==> config.mk <==
export PLATFORM = sky130hd
export DESIGN_NAME = adc_trig_ctrl
export DESIGN_NICKNAME = d
export VERILOG_FILES = /design/src/rtl/adc_trig_pkg.sv /design/src/rtl/adc_trig_dp.sv /design/src/rtl/adc_trig_fsm.sv /design/src/rtl/adc_trig_ctrl.sv
export SDC_FILE = /design/constraint.sdc
export NUM_CORES = 1
export LEC_CHECK = 0
export BUFFER_PORTS_ARGS = -buffer_cell sky130_fd_sc_hd__buf_2
export CORE_AREA = 2 2 39 41
export CTS_BUF_LIST = sky130_fd_sc_hd__clkbuf_4
export DETAILED_ROUTE_END_ITERATION = 10
export DIE_AREA = 0 0 41 43
export SYNTH_ARGS = -nofsm -noshare
export SYNTH_HDL_FRONTEND = slang
export SYNTH_SLANG_ARGS = --single-unit
==> constraint.sdc <==
create_clock -name clk -period 2.9 [get_ports clk]
set_clock_uncertainty 0.1 [all_clocks]
set_input_delay 0.87 -clock clk [delete_from_list [all_inputs] [get_ports clk]]
set_output_delay 0.87 -clock clk [all_outputs]
set_load 0.01 [all_outputs]
==> src/rtl/adc_trig_pkg.sv <==
package adc_trig_pkg;

  typedef enum logic {
    SRC_SOFT = 1'b0,
    SRC_EXT  = 1'b1
  } trigSrc_t;

  // Strobes handed from the datapath to the control
  typedef struct packed {
    logic extEdge;   // qualified edge of the filtered pin level
    logic swWrite;   // start-register write event
  } trigStrobes_t;

endpackage

==> src/rtl/adc_trig_dp.sv <==
module adc_trig_dp
  import adc_trig_pkg::*;
#(
  parameter int SYNC_STAGES = 2,
  parameter int FILT_CYCLES = 4
) (
  input  logic         clk,
  input  logic         rst,
  input  logic         asyncIn,
  input  logic         startWr,
  input  logic         pol,
  output trigStrobes_t strobes
);

  localparam int CNT_W = (FILT_CYCLES < 2) ? 1 : $clog2(FILT_CYCLES + 1);
  localparam logic [CNT_W-1:0] CNT_LAST = CNT_W'(FILT_CYCLES - 1);

  logic [SYNC_STAGES-1:0] syncReg;
  logic                   syncLvl;
  logic                   filtLvl;
  logic [CNT_W-1:0]       stableCnt;
  logic                   filtUpdate;
  logic                   riseQ;
  logic                   fallQ;

  // Synchroniser chain; reset loads the idle level so release is edge-free
  always_ff @(posedge clk) begin
    if (rst) begin
      syncReg <= {SYNC_STAGES{pol}};
    end else begin
      syncReg <= {syncReg[SYNC_STAGES-2:0], asyncIn};
    end
  end

  assign syncLvl = syncReg[SYNC_STAGES-1];

  // Level filter: the synchronised level must differ for FILT_CYCLES clocks
  assign filtUpdate = (syncLvl != filtLvl) && (stableCnt == CNT_LAST);

  always_ff @(posedge clk) begin
    if (rst) begin
      filtLvl   <= pol;
      stableCnt <= '0;
    end else if (syncLvl == filtLvl) begin
      stableCnt <= '0;
    end else if (filtUpdate) begin
      filtLvl   <= syncLvl;
      stableCnt <= '0;
    end else begin
      stableCnt <= stableCnt + 1'b1;
    end
  end

  // Edge strobes of the filtered level
  always_ff @(posedge clk) begin
    if (rst) begin
      riseQ <= 1'b0;
      fallQ <= 1'b0;
    end else begin
      riseQ <= filtUpdate &&  syncLvl;
      fallQ <= filtUpdate && !syncLvl;
    end
  end

  always_comb begin
    strobes.extEdge = pol ? fallQ : riseQ;
    strobes.swWrite = startWr;
  end

endmodule

==> src/rtl/adc_trig_fsm.sv <==
module adc_trig_fsm
  import adc_trig_pkg::*;
(
  input  logic         clk,
  input  logic         rst,
  input  trigStrobes_t strobes,
  input  logic         srcSel,
  input  logic         autoMode,
  input  logic         convDone,
  output logic         convStart,
  output logic         busy,
  output logic         primed
);

  logic extSel;
  logic primeMode;
  logic accept;
  logic startQ;
  logic busyQ;
  logic primedQ;

  always_comb begin
    extSel    = (trigSrc_t'(srcSel) == SRC_EXT);
    primeMode = extSel && !autoMode;
    if (extSel) begin
      accept = !busyQ && strobes.extEdge && (autoMode || primedQ);
    end else begin
      accept = !busyQ && strobes.swWrite;
    end
  end

  always_ff @(posedge clk) begin
    if (rst) begin
      startQ  <= 1'b0;
      busyQ   <= 1'b0;
      primedQ <= 1'b0;
    end else begin
      startQ <= accept;

      if (accept) begin
        busyQ <= 1'b1;
      end else if (convDone) begin
        busyQ <= 1'b0;
      end

      if (!primeMode) begin
        primedQ <= 1'b0;
      end else if (busyQ && convDone) begin
        primedQ <= 1'b0;
      end else if (strobes.swWrite && !busyQ) begin
        primedQ <= 1'b1;
      end
    end
  end

  assign convStart = startQ;
  assign busy      = busyQ;
  assign primed    = primedQ;

endmodule

==> src/rtl/adc_trig_ctrl.sv <==
module adc_trig_ctrl
  import adc_trig_pkg::*;
#(
  parameter int SYNC_STAGES = 2,
  parameter int FILT_CYCLES = 4
) (
  input  logic clk,
  input  logic rst,
  input  logic async_in,
  input  logic start_wr,
  input  logic src_sel,
  input  logic pol,
  input  logic auto_mode,
  input  logic conv_done,
  output logic conv_start,
  output logic busy,
  output logic primed
);

  trigStrobes_t strobes;

  adc_trig_dp #(
    .SYNC_STAGES(SYNC_STAGES),
    .FILT_CYCLES(FILT_CYCLES)
  ) u_dp (
    .clk     (clk),
    .rst     (rst),
    .asyncIn (async_in),
    .startWr (start_wr),
    .pol     (pol),
    .strobes (strobes)
  );

  adc_trig_fsm u_fsm (
    .clk       (clk),
    .rst       (rst),
    .strobes   (strobes),
    .srcSel    (src_sel),
    .autoMode  (auto_mode),
    .convDone  (conv_done),
    .convStart (conv_start),
    .busy      (busy),
    .primed    (primed)
  );

endmodule

# --- Word-level counts from Yosys, hierarchy flattened ---
# Index checks and enable logic that the tools add are counted.
# Widths: inputs -> output; s select.
op_classes:
  addsub: 1
  eq_ne: 4
  muxes: 8
  n_bitwise: 1
  n_reduce_logical: 17
ops:
  columns: ["operator", "n"]
  rows:
  - ["$logic_and 1x1->1", 8]
  - ["$mux 1", 7]
  - ["$reduce_or 3->1", 2]
  - ["$reduce_bool 2->1", 2]
  - ["$add 3x1->3 const B", 1]
  - ["$eq 3x2->1 const B", 1]
  - ["$logic_not 1->1", 3]
  - ["$mux 2", 1]
  - ["$ne 2x2->1 const B", 1]
  - ["$reduce_and 2->1", 1]
  - ["$eq 1x1->1", 1]
  - ["$logic_or 1x1->1", 1]
  - ["$ne 1x1->1", 1]
  - ["$not 1->1", 1]
word_totals:
  ff_bits: 11
  in_bits: 8
  output_inout_bits: 3
  elab_cells: 39

# --- Depth between registers and ports, before layout ---
# Gate-level depths: netlist (run 1).
depth:
  word_depth: 5
  mapped_depth: 5
  mapped_depth_nobuf: 5

# --- Hierarchy ---
# Synthesis (run 1) repeated with hierarchy kept, for this count alone.
unflattened:
  cells_unflattened: 42
  hier_area_um2: 469.2
modules_own_cells:
  columns: ["module", "n_inst", "cells_each", "area_per_inst_um2", "seq_area_each_um2"]
  rows:
  - ["adc_trig_dp", 1, 29, 315.3, 170.2]
  - ["adc_trig_fsm", 1, 13, 153.9, 60.1]

# --- Least setup slack after synthesis (run 1) ---
# Ideal clock, no wire load.
synth_timing:
  kind: "input to register"
  start: "input pol"
  end: "register u_fsm.busyQ, in the netlist u_fsm.busy"
  setup_ps: 66
  t_arrival_ps: 1414
  t_required_ps: 2734
  path_slack_ps: 1320
  stages: 3
  n_path_buf: 0
  cell_sequence: "mux2i_1 -> o32a_2 -> a21oi_2"
synth_via:
  elab_chain_len: 5
  elab_cells_between_ends: 6
  cone_classes: "3 x mux; 3 x reduce/logical"
synth_rtl:
  columns: ["element", "line", "rtl"]
  rows:
  - ["start, declared", "adc_trig_ctrl.sv:12", "input logic pol,"]
  - ["$mux 1 (*)", "adc_trig_dp.sv:66", "strobes.extEdge = pol ? fallQ : riseQ;"]
  - ["$logic_and 1x1->1 (*) (2 in series)", "adc_trig_fsm.sv:26", "accept = !busyQ && strobes.extEdge && (autoMode || primedQ);"]
  - ["$mux 1 (*)", "adc_trig_fsm.sv:25", "if (extSel) begin"]
  - ["$mux 1 or $reduce_bool 2->1 (tied branches)", null, null]
  - ["end signal, assigned", "adc_trig_fsm.sv:35", "busyQ <= 1'b0;"]
  - ["end signal, assigned", "adc_trig_fsm.sv:41", "busyQ <= 1'b1;"]
  - ["end signal, assigned", "adc_trig_fsm.sv:43", "busyQ <= 1'b0;"]
  - ["end, declared", "adc_trig_fsm.sv:19", "logic busyQ;"]
# Every way passes the cells marked *; elsewhere a longest branch is shown, timed or not.
# A chain may end at the register's enable or synchronous reset.

# --- Worst setup path after layout (run 1) ---
layout_timing:
  start: "register u_fsm.busyQ, in the netlist u_fsm.busy"
  end: "output busy"
layout_rtl:
  columns: ["element", "line", "rtl"]
  rows:
  - ["end, declared", "adc_trig_ctrl.sv:16", "output logic busy,"]
# No word-level cell between the ends.

==> flow_summary.yaml, run 1 <==
status:
  outcome: "finished, final reports clean"
detailed_routing:
  initialDrtViolationCount: 4
  ant_nets: 0
  drc: 0
  vias: 311
  wirelength_um: 711
  drt_pass1_iterations: 3
  routedWlPerCell_um: 9.88
  via_per_inst: 4.32
place:
  dp_hpwl_um: 509
  routabilityCongestion: 0.729
  dp.cells: 68
  io_buffers: 10
  place_area_um2: 504
global_route:
  antenna_found_initial: 0
  grt_use_total_pct: 10.1
  overflow: 0
  grt_max_degree: 12
  grt_pass1_vias: 257
  grt_pass1_wl_mm: 1.05
setup_path:
  crit_end: "busy"
  cp-end-kind: "output pin"
  crit_cells: 1
  worstSetupPathType: "reg2out"
  worstPathRequired_ns: 1.93
  r2r_start: "u_dp.filtLvl"
  crit_start: "u_fsm.busy"
  crit_buf_inv: 1
  crit_family: "flip-flops"
  cp_slowest_stage_delay_ns: 0.39
  cp-start-kind: "register"
  r2r_slack_ns: 1.68
  slowest_stage: "dfxtp_1"
  path_cells: "buf_2"
  critPathMaxFanout: 5
  r2r_end: "u_dp.filtLvl"
  arrival_ns: 0.80
  rr_worst_depth: 2
sta:
  drv_slew: 0
  rsz0062_at_grt: "false"
  setup_violations: 0
  finalHoldViolations: 0
  fin_crit_ns: 1.77
  max_freq_mhz: 564
  relSlewSlack_pct: 84.6
  worst_pin_slew_ns: 0.228
  tns_ns: 0
  min_period_over_period_pct: 61.1
  hold_ws_ns: 0.317
logic_synthesis:
  syn_inst: 43
  seq_area_frac_synth_pct: 52.4
  yosysTopAreaCell: "dfxtp_1"
  synth.avg_cell_area_um2: 10.2
  yosys.area_share.simple_pct: 21.1
  muxShareOfSynthArea_pct: 2.28
  yosysWarningCount: 0
  synth_fp_nets: 53
  synth_fa_ha_area_share_pct: 5.70
  ys_types: 22
  synth_area_leaders: "dfxtp_1 46%, edfxtp_1 6.8%, ha_1 5.7%"
  synth_seq_cells: 11
  synth_xor_area_share_pct: 1.99
  yosysTopAreaCellShare_pct: 45.6
  synth_edf_count: 1
  synth_compound_area_share_pct: 12.0
  synth_top_family_by_area: "simple AND/OR/NAND/NOR gates"
  synth_area_um2: 439
  ys_async_sr_fraction_pct: 0
  ys_dominant_reg_cell: "dfxtp_1"
floorplan:
  core_mm2: 0.00138
  die_h_um: 43
  rows: 14
  die_x_um: 41
  ioPinCount: 11
  die_area_mm2: 0.00176
  start_util_pct: 31.7
layout:
  final_cell_area_um2: 534
  fillers: 152
  nets: 67
  layout.cells.non_filler: 72
  multi_input_area_um2: 189
  syn2layout_area_growth_pct: 21.7
  regArea_um2: 230
  diodes: 0
  drive_gt1_share_pct: 30.4
clocking:
  cts_buffer_depth: 2
  cts-root-buf: "clkbuf_4"
  cts_setup_buffers: 0
  clk_latency_ns: 0.26
  cts.clk_slew.worst_paths_ns: 0.07
  cts_resized: 0
  cts_hold_buf: 0
  cts_tree: "yes"
  cts_htree_levels: 1
  cts_buffers: 3
  cts.sinks: 11
power_and_ir_drop:
  power_density_mw_per_mm2: 573
  power_mw: 0.306
  ir_drop_uv: 250
  power.leakage_nw: 0.248
run:
  drv_cap: 0
worst_hold_path:
  holdCritPathClass: "reg2reg"
[per-layer routing]
layer,track usage [%],part of all wire [%],vias up
li1,-,-,169
met1,11.7,52,130
met2,11.6,38,10
met3,4.71,7.7,2
met4,12.0,1.3,0
met5,0,0,-
[how the worst min path moves through the flow]
stage	startpoint	end	depth (start not counted)
after global placement	u_dp.stableCnt[0]	u_dp.stableCnt[0]	1
after global routing	u_dp.stableCnt[0]	u_dp.stableCnt[0]	1
after CTS	u_dp.stableCnt[0]	u_dp.stableCnt[0]	1
final	u_dp.stableCnt[0]	u_dp.stableCnt[0]	1
after detailed placement	u_dp.stableCnt[0]	u_dp.stableCnt[0]	1
after floorplan	u_dp.stableCnt[0]	u_dp.stableCnt[0]	1
[through the flow]
step | setup slack [ns] | utilization (%)
6_report | 1.13 | 38.6
4_1_cts | 1.11 | 38.6
5_1_grt | 1.08 | 38.6
2_1_floorplan | 1.32 | -
3_5_place_dp | 1.17 | 36.4
3_3_place_gp | 1.19 | 36.4
[cells in the final DEF, fill, tap and decap left out, drive strengths merged]
cell type and count:
o32a 1, xor2 1, nand2b 3, nor4bb 1, nor3b 1, edfxtp 1, nand2 2, buf 10
nor2 5, inv 4, ha 2, or2b 1, mux2i 1, and3 1, o21ai 4, a21o 1
dfxtp 10, nor4b 1, clkbuf 4, a21oi 2
[cell type report]
type / count / area share (%)
clock buffer: 4 / 5.62
tap: 16 / 3.75
multi-input combinational: 27 / 35.4
inverter: 4 / 2.81
sequential: 11 / 43.1
timing repair buffer: 10 / 9.37
[power by group]
part | total, mW | switching, mW | leakage, nW | internal [mW]
clock network | 0.110 | 0.0476 | 0.0184 | 0.0625
registers | 0.166 | 0.00463 | 0.0920 | 0.162
logic | 0.0296 | 0.0152 | 0.138 | 0.0144
total | 0.306 | 0.0675 | 0.248 | 0.239
[cell usage after synthesis, types with 2 or more instances]
library cell / instances
nand2_1: 2
nor2_1: 5
o21ai_0: 2
inv_1: 4
nand2b_1: 2
dfxtp_1: 10
o21ai_1: 2
ha_1: 2
[state kept, by name, indices dropped and copies added, names as in the netlist]
name and count:
u_dp.syncReg 2, u_dp.fallQ 1, u_dp.filtLvl 1, u_fsm.convStart 1, u_fsm.busy 1, u_fsm.primed 1
u_dp.stableCnt 3, u_dp.riseQ 1
[cell families (layout without fill, tap and decap cells)]
family | count (synthesis) | count (layout)
AO/OA/AOI/OAI | 8 | 8
multiplexers | 1 | 1
adder cells (fa/ha/maj) | 2 | 2
flip-flops | 11 | 11
buffers and inverters | 5 | 18
AND/OR/NAND/NOR | 15 | 15
XOR/XNOR | 1 | 1
Note: power is estimated with default switching activity, not from simulation.
==> inputs of run 2 (changes only) <==
--- a/config.mk
+++ b/config.mk
@@ -5,6 +5,7 @@
 export SDC_FILE = /design/constraint.sdc
 export NUM_CORES = 1
 export LEC_CHECK = 0
+export ABC_AREA = 1
 export BUFFER_PORTS_ARGS = -buffer_cell sky130_fd_sc_hd__buf_2
 export CORE_AREA = 2 2 39 41
 export CTS_BUF_LIST = sky130_fd_sc_hd__clkbuf_4
==> constraint.sdc (replaced) <==
create_clock -name clk -period 1.5 [get_ports clk]
set_clock_uncertainty 0.1 [all_clocks]
set_input_delay 0.45 -clock clk [delete_from_list [all_inputs] [get_ports clk]]
set_output_delay 0.45 -clock clk [all_outputs]
set_load 0.01 [all_outputs]
==> flow_summary.yaml, run 2 <==
detailed_routing:
  drc: 0
  drt_pass1_iterations: 2
  routedWlPerCell_um: 8.01
  via_per_inst: 4.26
  wirelength_um: 673
  initialDrtViolationCount: 4
  ant_nets: 0
  vias: 358
setup_path:
  crit_family: "flip-flops"
  rr_worst_depth: 3
  cp-start-kind: "register"
  cp-end-kind: "output pin"
  r2r_start: "u_dp.filtLvl"
  worstPathRequired_ns: 0.95
  arrival_ns: 0.82
  critPathMaxFanout: 5
  r2r_slack_ns: 0.34
  cp_slowest_stage_delay_ns: 0.39
  crit_buf_inv: 1
  path_cells: "buf_2"
  slowest_stage: "dfxtp_1"
  r2r_end: "u_dp.filtLvl"
  worstSetupPathType: "reg2out"
  crit_cells: 1
worst_hold_path:
  holdCritPathClass: "in2reg"
  worstHoldEndpoint: "u_fsm.primed"
  hold_depth: 2
  min_from: "auto_mode"
global_route:
  antenna_found_initial: 0
  grt_use_total_pct: 9.98
  overflow: 0
  grt_max_degree: 7
  grt_pass1_wl_mm: 1.08
  grt_pass1_vias: 307
layout:
  final_common_cell: "nand2_1"
  multi_input_area_um2: 166
  largest_reg_flops: 3
  drive_gt1_share_pct: 20.6
  final_cell_mix: "15 x nand2_1, 10 x nor2_1, 10 x buf_2, 10 x dfxtp_1, 8 x inv_1"
  regArea_um2: 230
  diodes: 0
  fin_util_pct: 38.1
  nets: 79
  regMostFlops: "u_dp.stableCnt"
  fillers: 148
  largestRegisters: "u_dp.stableCnt (3), u_dp.syncReg (2)"
  syn2layout_area_growth_pct: 23.5
logic_synthesis:
  synth_edf_count: 1
  seq_area_frac_synth_pct: 54.0
  ys_types: 12
  ys_dominant_reg_cell: "dfxtp_1"
  yosysTopAreaCell: "dfxtp_1"
  yosysTopAreaCellShare_pct: 46.9
  synth_commonest_cells: "15 x nand2_1, 10 x dfxtp_1, 10 x nor2_1"
  yosysMostFrequentCell: "nand2_1"
  yosysWarningCount: 0
  syn_inst: 54
  synth.avg_cell_area_um2: 7.90
  synth_fp_nets: 64
  synth_area_leaders: "dfxtp_1 47%, nand2_1 13%, nor2_1 8.8%"
  ys_async_sr_fraction_pct: 0
  synth_seq_cells: 11
  synth_area_um2: 427
floorplan:
  die_area_mm2: 0.00176
  rows: 14
  ioPinCount: 11
  die_h_um: 43
  core_mm2: 0.00138
  start_util_pct: 30.8
  die_x_um: 41
sta:
  drv_slew: 0
  min_period_over_period_pct: 91.1
  finalHoldViolations: 0
  setup_violations: 0
  tns_ns: 0
  hold_ws_ns: 0.253
  fin_crit_ns: 1.37
  max_freq_mhz: 732
  rsz0062_at_grt: "false"
  relSlewSlack_pct: 86.8
  worst_pin_slew_ns: 0.196
clocking:
  clk_latency_ns: 0.27
  cts_buffers: 3
  cts.sinks: 11
  cts_htree_levels: 1
  cts_setup_buffers: 0
  cts_tree: "yes"
  cts_resized: 0
  cts.clk_slew.worst_paths_ns: 0.07
  cts_buffer_depth: 2
  cts_hold_buf: 0
  cts-root-buf: "clkbuf_4"
power_and_ir_drop:
  power_mw: 0.599
  power.leakage_nw: 0.275
  ir_drop_uv: 358
  power_density_mw_per_mm2: 1140
run:
  drv_cap: 0
place:
  routabilityCongestion: 0.624
  io_buffers: 10
  dp_hpwl_um: 522
status:
  outcome: "finished, final reports clean"
==> run 2: cell types whose count changed after synthesis, sizes merged, moves of 2 or more <==
cell / delta
nor2: +5
inv: +4
o21ai: -3
a21oi: -2
nand2b: -3
nand3: +3
nand2: +13
==> run 2: metal layers <==
metal,global-route usage [%],part of all wire (%)
met1,10.7,50
met2,12.2,44
met3,3.14,3.0
met4,14.0,2.8
met5,0,0
==> run 2: report_power, final <==
group | switching [mW] | internal, mW
sequential | 0.00983 | 0.314
clock | 0.0981 | 0.121
combinational | 0.0318 | 0.0244
==> run 2: area by class of cell <==
class / instances / area share, %
timing repair buffer: 10 / 9.50
tap: 16 / 3.80
multi-input combinational: 35 / 31.6
inverter: 8 / 5.70
sequential: 11 / 43.7
clock buffer: 4 / 5.70
==> run 2: logic make-up (layout without fill, tap and decap cells) <==
family	after synthesis	after routing	synth area share (%)
AO/OA/AOI/OAI	1	1	1.17
AND/OR/NAND/NOR	31	31	29.9
XOR/XNOR	1	1	2.05
flip-flops	11	11	54.0
buffers and inverters	8	22	7.04
adder cells (fa/ha/maj)	2	2	5.86
==> run 2: worst max path at each step <==
| stage | endpoint | start |
|---|---|---|
| floorplan | u_dp.filtLvl | u_dp.stableCnt[0] |
| finish | busy | u_fsm.busy |
| global route | busy | u_fsm.busy |
| CTS | busy | u_fsm.busy |
| detailed placement | u_fsm.primed | rst |
| global placement | u_dp.filtLvl | rst |
==> run 2: through the flow <==
step | setup WS, ns | std cells | instance area, um^2
finish | 0.134 | 84 | 527
detailed placement | 0.313 | 80 | 497
global placement | 0.315 | 80 | 497
global route | 0.0753 | 84 | 527
CTS | 0.116 | 84 | 527
floorplan | 0.381 | 54 | 427
==> inputs of run 3 (changes only) <==
--- a/config.mk
+++ b/config.mk
@@ -11,6 +11,7 @@
 export CTS_BUF_LIST = sky130_fd_sc_hd__clkbuf_4
 export DETAILED_ROUTE_END_ITERATION = 10
 export DIE_AREA = 0 0 41 43
+export PLACE_DENSITY_LB_ADDON = 0.25
 export SYNTH_ARGS = -nofsm -noshare
 export SYNTH_HDL_FRONTEND = slang
 export SYNTH_SLANG_ARGS = --single-unit
==> flow_summary.yaml, run 3 (same netlist as run 2, synthesis figures left out) <==
global_route:
  overflow: 0
  grt_pass1_vias: 322
  grt_max_degree: 7
  grt_use_total_pct: 9.59
  grt_pass1_wl_mm: 1.11
  antenna_found_initial: 0
sta:
  tns_ns: 0
  max_freq_mhz: 741
  rsz0062_at_grt: "false"
  setup_violations: 0
  min_period_over_period_pct: 89.9
  finalHoldViolations: 0
  worst_pin_slew_ns: 0.212
  fin_crit_ns: 1.35
  drv_slew: 0
  relSlewSlack_pct: 85.8
detailed_routing:
  wirelength_um: 674
  vias: 356
  routedWlPerCell_um: 8.02
  drc: 0
  initialDrtViolationCount: 6
  drt_pass1_iterations: 4
  ant_nets: 0
  via_per_inst: 4.24
clocking:
  cts_htree_levels: 1
  cts.sinks: 11
  cts_tree: "yes"
  cts.clk_slew.worst_paths_ns: 0.07
  cts_setup_buffers: 0
  cts-root-buf: "clkbuf_4"
  cts_resized: 0
  cts_buffer_depth: 2
  cts_buffers: 3
  cts_hold_buf: 0
  clk_latency_ns: 0.26
setup_path:
  r2r_slack_ns: 0.31
  crit_buf_inv: 1
  arrival_ns: 0.80
  cp_slowest_stage_delay_ns: 0.39
  critPathMaxFanout: 5
  slowest_stage: "dfxtp_1"
  crit_cells: 1
  cp-end-kind: "output pin"
  rr_worst_depth: 5
  crit_end: "busy"
  r2r_end: "u_dp.stableCnt[0]"
  path_cells: "buf_2"
  worstPathRequired_ns: 0.95
  r2r_start: "u_dp.stableCnt[0]"
  crit_start: "u_fsm.busy"
  worstSetupPathType: "reg2out"
  cp-start-kind: "register"
  crit_family: "flip-flops"
layout:
  drive_gt1_share_pct: 20.6
  fillers: 164
  diodes: 0
  final_cell_mix: "15 x nand2_1, 10 x nor2_1, 10 x buf_2, 10 x dfxtp_1, 8 x inv_1"
  multi_input_area_um2: 166
  nets: 79
  final_common_cell: "nand2_1"
  regArea_um2: 230
  largest_reg_flops: 3
  largestRegisters: "u_dp.stableCnt (3), u_dp.syncReg (2)"
  regMostFlops: "u_dp.stableCnt"
  syn2layout_area_growth_pct: 23.5
power_and_ir_drop:
  power_mw: 0.593
  ir_drop_uv: 498
  power.leakage_nw: 0.275
  power_density_mw_per_mm2: 1130
floorplan:
  die_h_um: 43
  die_x_um: 41
  core_mm2: 0.00138
  start_util_pct: 30.8
  ioPinCount: 11
  die_area_mm2: 0.00176
  rows: 14
place:
  io_buffers: 10
  routabilityCongestion: 0.640
status:
  outcome: "finished, final reports clean"
run:
  drv_cap: 0
worst_hold_path:
  holdCritPathClass: "in2reg"
-- run 3: cell counts in the layout (fill, tap and decap cells not counted) --
No cell type changed its count.
-- run 3: report_power, final --
group          total, mW  switching (mW)  internal, mW
combinational     0.0570          0.0326        0.0245
sequential         0.323         0.00957         0.314
clock              0.213          0.0921         0.121
total              0.593           0.134         0.459
-- run 3: per-layer routing --
metal / track usage, % / share of wire (%) / up-vias
met2: 13.1 / 44 / 5
li1: - / - / 192
met1: 11.4 / 50 / 157
met4: 8.00 / 2.8 / 0
met5: 0 / 0 / -
met3: 3.14 / 3.1 / 2
-- run 3: layout make-up --
type | instances | share of cell area, %
clock buffers | 4 | 5.70
inverters | 8 | 5.70
multi-input cells | 35 | 31.6
flip-flops and latches | 11 | 43.7
well taps | 16 | 3.80
repair buffers | 10 | 9.50
-- run 3: worst min path at each step --
stage                           start                end  slack [ns]  cells past startpoint
finish                      auto_mode       u_fsm.primed        0.26                      2
global route                auto_mode       u_fsm.primed        0.26                      2
CTS                         auto_mode       u_fsm.primed        0.26                      2
detailed placement  u_dp.stableCnt[0]  u_dp.stableCnt[0]        0.32                      1
global placement      u_dp.syncReg[0]    u_dp.syncReg[1]        0.31                      2
floorplan             u_dp.syncReg[0]    u_dp.syncReg[1]        0.30                      2
-- run 3: through the flow --
stage               util [%]  std cells  setup WS [ns]  hold WS, ns  area [um^2]
global route            38.1         84         0.0988        0.261          527
CTS                     38.1         84          0.145        0.259          527
floorplan                  -         54          0.381        0.296          427
finish                  38.1         84          0.151        0.263          527
global placement        35.9         80          0.316        0.310          497
detailed placement      35.9         80          0.319        0.316          497
